===== src/rtl/tcr_pkg.sv =====
package tcr_pkg;

  localparam int LVL_W        = 2;
  localparam int NEST_W       = 3;
  localparam int NUM_OUTCOMES = 4;

  typedef enum logic [1:0] {
    OC_UNDEF = 2'd0,
    OC_TRAP  = 2'd1,
    OC_MEM   = 2'd2,
    OC_REG   = 2'd3
  } outcome_e;

  typedef enum logic [1:0] {
    ST_GUEST   = 2'd0,
    ST_HYP_NS  = 2'd1,
    ST_HYP_SEC = 2'd2
  } store_e;

  typedef struct packed {
    logic              l2_on;
    logic              host_e;
    logic              host_g;
    logic [NEST_W-1:0] nest;
    logic              ns;
    logic              sec_avail;
    logic              k_el0;
    logic              h_l1_cnt;
    logic              h_l1_tmr;
    logic              h_el0;
  } ctrl_t;

  typedef struct packed {
    outcome_e         kind;
    logic [LVL_W-1:0] tlvl;
    store_e           sel;
  } route_t;

  function automatic route_t mk_route(outcome_e k, logic [LVL_W-1:0] t, store_e s);
    route_t r;
    r.kind = k;
    r.tlvl = t;
    r.sel  = s;
    return r;
  endfunction

  // Copy chosen by security state when the host-mode path applies.
  function automatic store_e host_copy(ctrl_t c);
    if (!c.ns && c.sec_avail) return ST_HYP_SEC;
    else if (c.ns)            return ST_HYP_NS;
    else                      return ST_GUEST;
  endfunction

  function automatic route_t route_hyp(logic [LVL_W-1:0] lvl, ctrl_t c);
    case (lvl)
      2'd0:    return mk_route(OC_UNDEF, 2'd0, ST_GUEST);
      2'd1:    return (c.l2_on && c.nest[0]) ? mk_route(OC_TRAP, 2'd2, ST_GUEST)
                                             : mk_route(OC_UNDEF, 2'd0, ST_GUEST);
      default: return mk_route(OC_REG, 2'd0, ST_HYP_NS);
    endcase
  endfunction

  function automatic route_t route_guest(logic [LVL_W-1:0] lvl, ctrl_t c);
    logic hm11;
    hm11 = c.l2_on && c.host_e && c.host_g;
    case (lvl)
      2'd0: begin
        if (!hm11 && !c.k_el0)
          return mk_route(OC_TRAP, (c.l2_on && c.host_g) ? 2'd2 : 2'd1, ST_GUEST);
        else if (c.l2_on && !c.host_e && !c.h_l1_cnt)
          return mk_route(OC_TRAP, 2'd2, ST_GUEST);
        else if (c.l2_on && c.host_e && !c.host_g && !c.h_l1_tmr)
          return mk_route(OC_TRAP, 2'd2, ST_GUEST);
        else if (hm11 && !c.h_el0)
          return mk_route(OC_TRAP, 2'd2, ST_GUEST);
        else if (hm11)
          return mk_route(OC_REG, 2'd0, host_copy(c));
        else
          return mk_route(OC_REG, 2'd0, ST_GUEST);
      end
      2'd1: begin
        if (c.l2_on && !c.host_e && !c.h_l1_cnt)
          return mk_route(OC_TRAP, 2'd2, ST_GUEST);
        else if (c.l2_on && c.host_e && !c.h_l1_tmr)
          return mk_route(OC_TRAP, 2'd2, ST_GUEST);
        else if (c.l2_on && (&c.nest))
          return mk_route(OC_MEM, 2'd0, ST_GUEST);
        else
          return mk_route(OC_REG, 2'd0, ST_GUEST);
      end
      2'd2: return mk_route(OC_REG, 2'd0, c.host_e ? host_copy(c) : ST_GUEST);
      default: return mk_route(OC_REG, 2'd0, ST_GUEST);
    endcase
  endfunction

endpackage


===== src/rtl/tcr_hyp_decode.sv =====
module tcr_hyp_decode
  import tcr_pkg::*;
(
  input  logic [LVL_W-1:0] level,
  input  ctrl_t            ctrl,
  output route_t           route
);
  always_comb route = route_hyp(level, ctrl);
endmodule


===== src/rtl/tcr_guest_decode.sv =====
module tcr_guest_decode
  import tcr_pkg::*;
(
  input  logic [LVL_W-1:0] level,
  input  ctrl_t            ctrl,
  output route_t           route
);
  always_comb route = route_guest(level, ctrl);
endmodule


===== src/rtl/tcr_outcome_drive.sv =====
module tcr_outcome_drive
  import tcr_pkg::*;
#(
  parameter int                        TRAP_CLASS_W    = 6,
  parameter logic [TRAP_CLASS_W-1:0]   TRAP_CLASS_CODE = 'h18,
  parameter int                        MEM_OFF_W       = 12,
  parameter logic [MEM_OFF_W-1:0]      MEM_SLOT_OFFSET = 'h178
) (
  input  logic                    valid,
  input  logic                    write,
  input  route_t                  route,
  output logic [NUM_OUTCOMES-1:0] flags,
  output logic [LVL_W-1:0]        trap_level,
  output logic [TRAP_CLASS_W-1:0] trap_class,
  output logic [1:0]              reg_sel,
  output logic [MEM_OFF_W-1:0]    mem_offset,
  output logic                    dir_write
);
  for (genvar k = 0; k < NUM_OUTCOMES; k++) begin : g_flag
    assign flags[k] = valid && (route.kind == outcome_e'(k));
  end

  always_comb begin
    trap_level = flags[OC_TRAP] ? route.tlvl : '0;
    trap_class = flags[OC_TRAP] ? TRAP_CLASS_CODE : '0;
    reg_sel    = flags[OC_REG]  ? route.sel : ST_GUEST;
    mem_offset = flags[OC_MEM]  ? MEM_SLOT_OFFSET : '0;
    dir_write  = valid && write;
  end
endmodule


===== src/rtl/timer_cmp_access_router.sv =====
module timer_cmp_access_router
  import tcr_pkg::*;
#(
  parameter int                        TRAP_CLASS_W    = 6,
  parameter logic [TRAP_CLASS_W-1:0]   TRAP_CLASS_CODE = 'h18,
  parameter int                        MEM_OFF_W       = 12,
  parameter logic [MEM_OFF_W-1:0]      MEM_SLOT_OFFSET = 'h178
) (
  input  logic                    acc_valid,
  input  logic [1:0]              acc_level,
  input  logic                    acc_hyp_name,
  input  logic                    acc_write,
  input  logic                    l2_enabled,
  input  logic                    host_os_en,
  input  logic                    host_trap_gen,
  input  logic [2:0]              nest_ctrl,
  input  logic                    nonsecure,
  input  logic                    sec_l2_avail,
  input  logic                    kern_el0_tmr_en,
  input  logic                    hyp_l1_cnt_en,
  input  logic                    hyp_l1_tmr_en,
  input  logic                    hyp_el0_tmr_en,
  output logic                    res_undef,
  output logic                    res_trap,
  output logic                    res_mem,
  output logic                    res_reg,
  output logic [1:0]              trap_level,
  output logic [TRAP_CLASS_W-1:0] trap_class,
  output logic [1:0]              reg_sel,
  output logic [MEM_OFF_W-1:0]    mem_offset,
  output logic                    res_write
);
  ctrl_t                   ctrl;
  route_t                  hyp_route;
  route_t                  guest_route;
  route_t                  sel_route;
  logic [NUM_OUTCOMES-1:0] outcome_flags;

  always_comb begin
    ctrl.l2_on     = l2_enabled;
    ctrl.host_e    = host_os_en;
    ctrl.host_g    = host_trap_gen;
    ctrl.nest      = nest_ctrl;
    ctrl.ns        = nonsecure;
    ctrl.sec_avail = sec_l2_avail;
    ctrl.k_el0     = kern_el0_tmr_en;
    ctrl.h_l1_cnt  = hyp_l1_cnt_en;
    ctrl.h_l1_tmr  = hyp_l1_tmr_en;
    ctrl.h_el0     = hyp_el0_tmr_en;
  end

  tcr_hyp_decode u_hyp (
    .level (acc_level),
    .ctrl  (ctrl),
    .route (hyp_route)
  );

  tcr_guest_decode u_guest (
    .level (acc_level),
    .ctrl  (ctrl),
    .route (guest_route)
  );

  assign sel_route = acc_hyp_name ? hyp_route : guest_route;

  tcr_outcome_drive #(
    .TRAP_CLASS_W    (TRAP_CLASS_W),
    .TRAP_CLASS_CODE (TRAP_CLASS_CODE),
    .MEM_OFF_W       (MEM_OFF_W),
    .MEM_SLOT_OFFSET (MEM_SLOT_OFFSET)
  ) u_drive (
    .valid      (acc_valid),
    .write      (acc_write),
    .route      (sel_route),
    .flags      (outcome_flags),
    .trap_level (trap_level),
    .trap_class (trap_class),
    .reg_sel    (reg_sel),
    .mem_offset (mem_offset),
    .dir_write  (res_write)
  );

  assign res_undef = outcome_flags[OC_UNDEF];
  assign res_trap  = outcome_flags[OC_TRAP];
  assign res_mem   = outcome_flags[OC_MEM];
  assign res_reg   = outcome_flags[OC_REG];
endmodule


===== config.mk =====
export PLATFORM = sky130hd
export DESIGN_NAME = timer_cmp_access_router
export DESIGN_NICKNAME = d
export VERILOG_FILES = /design/src/rtl/tcr_pkg.sv /design/src/rtl/tcr_hyp_decode.sv /design/src/rtl/tcr_guest_decode.sv /design/src/rtl/tcr_outcome_drive.sv /design/src/rtl/timer_cmp_access_router.sv
export SDC_FILE = /design/constraint.sdc
export NUM_CORES = 1
export LEC_CHECK = 0
export BUFFER_PORTS_ARGS = -buffer_cell sky130_fd_sc_hd__buf_2
export CELL_PAD_IN_SITES_DETAIL_PLACEMENT = 1
export CELL_PAD_IN_SITES_GLOBAL_PLACEMENT = 2
export CORE_MARGIN = 3
export CORE_UTILIZATION = 18
export DETAILED_ROUTE_END_ITERATION = 7
export PLACE_DENSITY = 0.87
export SETUP_SLACK_MARGIN = 0.05
export SLEW_MARGIN = 10
export SYNTH_ARGS = -nofsm -noshare
export SYNTH_HDL_FRONTEND = slang
export SYNTH_SLANG_ARGS = --single-unit
export TNS_END_PERCENT = 20

===== constraint.sdc =====
create_clock -name vclk -period 5.1
set_input_delay 1.02 -clock vclk [all_inputs]
set_output_delay 1.02 -clock vclk [all_outputs]
set_load 0.005 [all_outputs]

==> results.toml <==
[outcome]
status = "completed"

[global_route]
grt_first_pass_wirelength_um = 1842
antenna_found_initial = 0
grt_max_degree = 11
first_global_vias = 479
grt_usage_pct = 7.942
grt-ovfl-total = 0

[setup_path]
crit_slowest_cell = "or3_4"
worstPathMaxFanout = 7
startpoint_type = "input pin"
crit_family = "simple AND/OR/NAND/NOR gates"
path_cells = "buf_2 -> a21oi_2 -> or3_4 -> o311a_4 -> nor2_1 -> buf_2"
crit_type = "input pin to primary output"
cp_slowest_stage_delay_ns = 0.35
arrival_ns = 2.35
crit_top_cell = "buf_2"
critPathRequiredTime_ns = 4.08
cp_num_cells = 6
endpoint_kind = "primary output"
critical_path_buf_inv_count = 2

[finish]
syn_to_final_growth_pct = 22.87
seq_cell_count = 0
drive_gt1_share_pct = 45.35
regArea_sq_um = 0
fillerInstances = 306
nNetsFinal = 105
clockBufferCount = 0
final_common_cell = "buf_2"
antenna_cells = 0
mostFrequentLayoutCells = "buf_2 (33), conb_1 (11)"
multi_input_area_sq_um = 316.6

[floorplanning]
die_area_sq_um = 2990
start_util_pct = 19.10
die-height_um = 54.69
rows = 17
boundaryPins = 44
die_w_um = 54.69
core_area_sq_um = 2233

[drt]
drc = 0
post_drt_via_cell_ratio = 4.158
postRouteAntennaNets = 0
via_count = 474
wirelength_um = 1261
dr.pass1.iters = 1
avgRoutedWirePerCell_um = 11.06
drtIter0Drc = 0

[cts]
cts_resized = 0
post_cts_buffers = 0
cts_hold_buf = 0

[timing]
period_share_pct = 66.09
whs_ns = 2.326
rsz0062_at_grt = "false"
fmax_mhz = 296.7
setup_tns_ns = 0
setup_viol = 0
layout_min_cycle_time_ns = 3.371
hold_viol_final = 0
slew_viol_final = 0

[placement]
hpwlAfterDp_um = 1153
routabilityCongestion = 0.7289
port_buffers = 33

[worst_hold_path]
hold_path_depth = 3
hold_path.class = "input pin to primary output"

[logic_synthesis]
synth_cell_types = 30
avgSynthCellArea_sq_um = 6.882
syn-cell-area_sq_um = 426.7
ys_top_cells_by_area = "buf_4 (32%), o311a_4 (5.0%), nand3_1 (4.7%)"
ys_warn_count = 0
yosysTopAreaCellShare_pct = 31.67
ys_seq_area_share_pct = 0
synthCells = 62
synth_largest_area_cell = "buf_4"

[power_and_ir_drop]
power_density_nw_per_um2 = 65.81
p_leak_nw = 0.2867
ir_drop_mv = 0.01779

[job]
drv_cap = 0
where the power goes:
group | internal [mW] | switching [mW] | total [mW]
clock | 0 | 0 | 0
sequential | 0 | 0 | 0
combinational | 0.0154 | 0.0191 | 0.0345
total | 0.0154 | 0.0191 | 0.0345
final cells by class:
type / count / share of cell area, %
inverter: 2 / 1.432
multi-input combinational: 51 / 60.38
tap: 28 / 6.683
timing repair buffer: 33 / 31.50
synthesized netlist by cell type, drive strengths merged:
library cell	count
buf	19
nand2	4
nand3	4
nor2	4
nor3	4
o21ai	3
a21oi	2
inv	2
nor2b	2
a211oi	1
a21bo	1
a21boi	1
a22oi	1
and2	1
and3	1
and3b	1
and4b	1
conb	1
mux2	1
mux2i	1
nand2b	1
nor3b	1
nor4b	1
o211ai	1
o311a	1
o311ai	1
or3	1
final timing paths:
| path | slack [ns] | to | startpoint |
|---|---|---|---|
| max | 1.73 | res_mem | l2_enabled |
| min | 2.33 | res_write | acc_write |
metrics by stage:
step	instance area (sq um)	util [%]	instances	power [mW]	setup slack, ns
3_5_place_dp	524.3	23.47	114	0.03457	1.722
5_1_grt	524.3	23.47	114	0.03957	1.570
6_report	524.3	23.47	114	0.03450	1.729
4_1_cts	524.3	23.47	114	0.03475	1.712
3_3_place_gp	524.3	23.47	114	0.03362	1.738
2_1_floorplan	464.2	-	72	0.02749	1.746
routing by layer:
metal	GRT usage [%]	share of wire [%]	vias up
li1	-	-	241
met1	10.10	43	214
met2	14.76	51	19
met3	0.5450	6.0	0
met4	0.8299	0	0
met5	0	0	-
cells by family (layout without fill, tap and decap cells):
group | count (synthesis) | count (layout) | synth area share (%)
simple gates | 26 | 26 | 34.61
other cells | 1 | 11 | 0.8789
buf+inv | 21 | 35 | 34.60
compound gates | 12 | 12 | 24.93
mux | 2 | 2 | 4.985
Note: power is estimated with default switching activity, not from simulation.
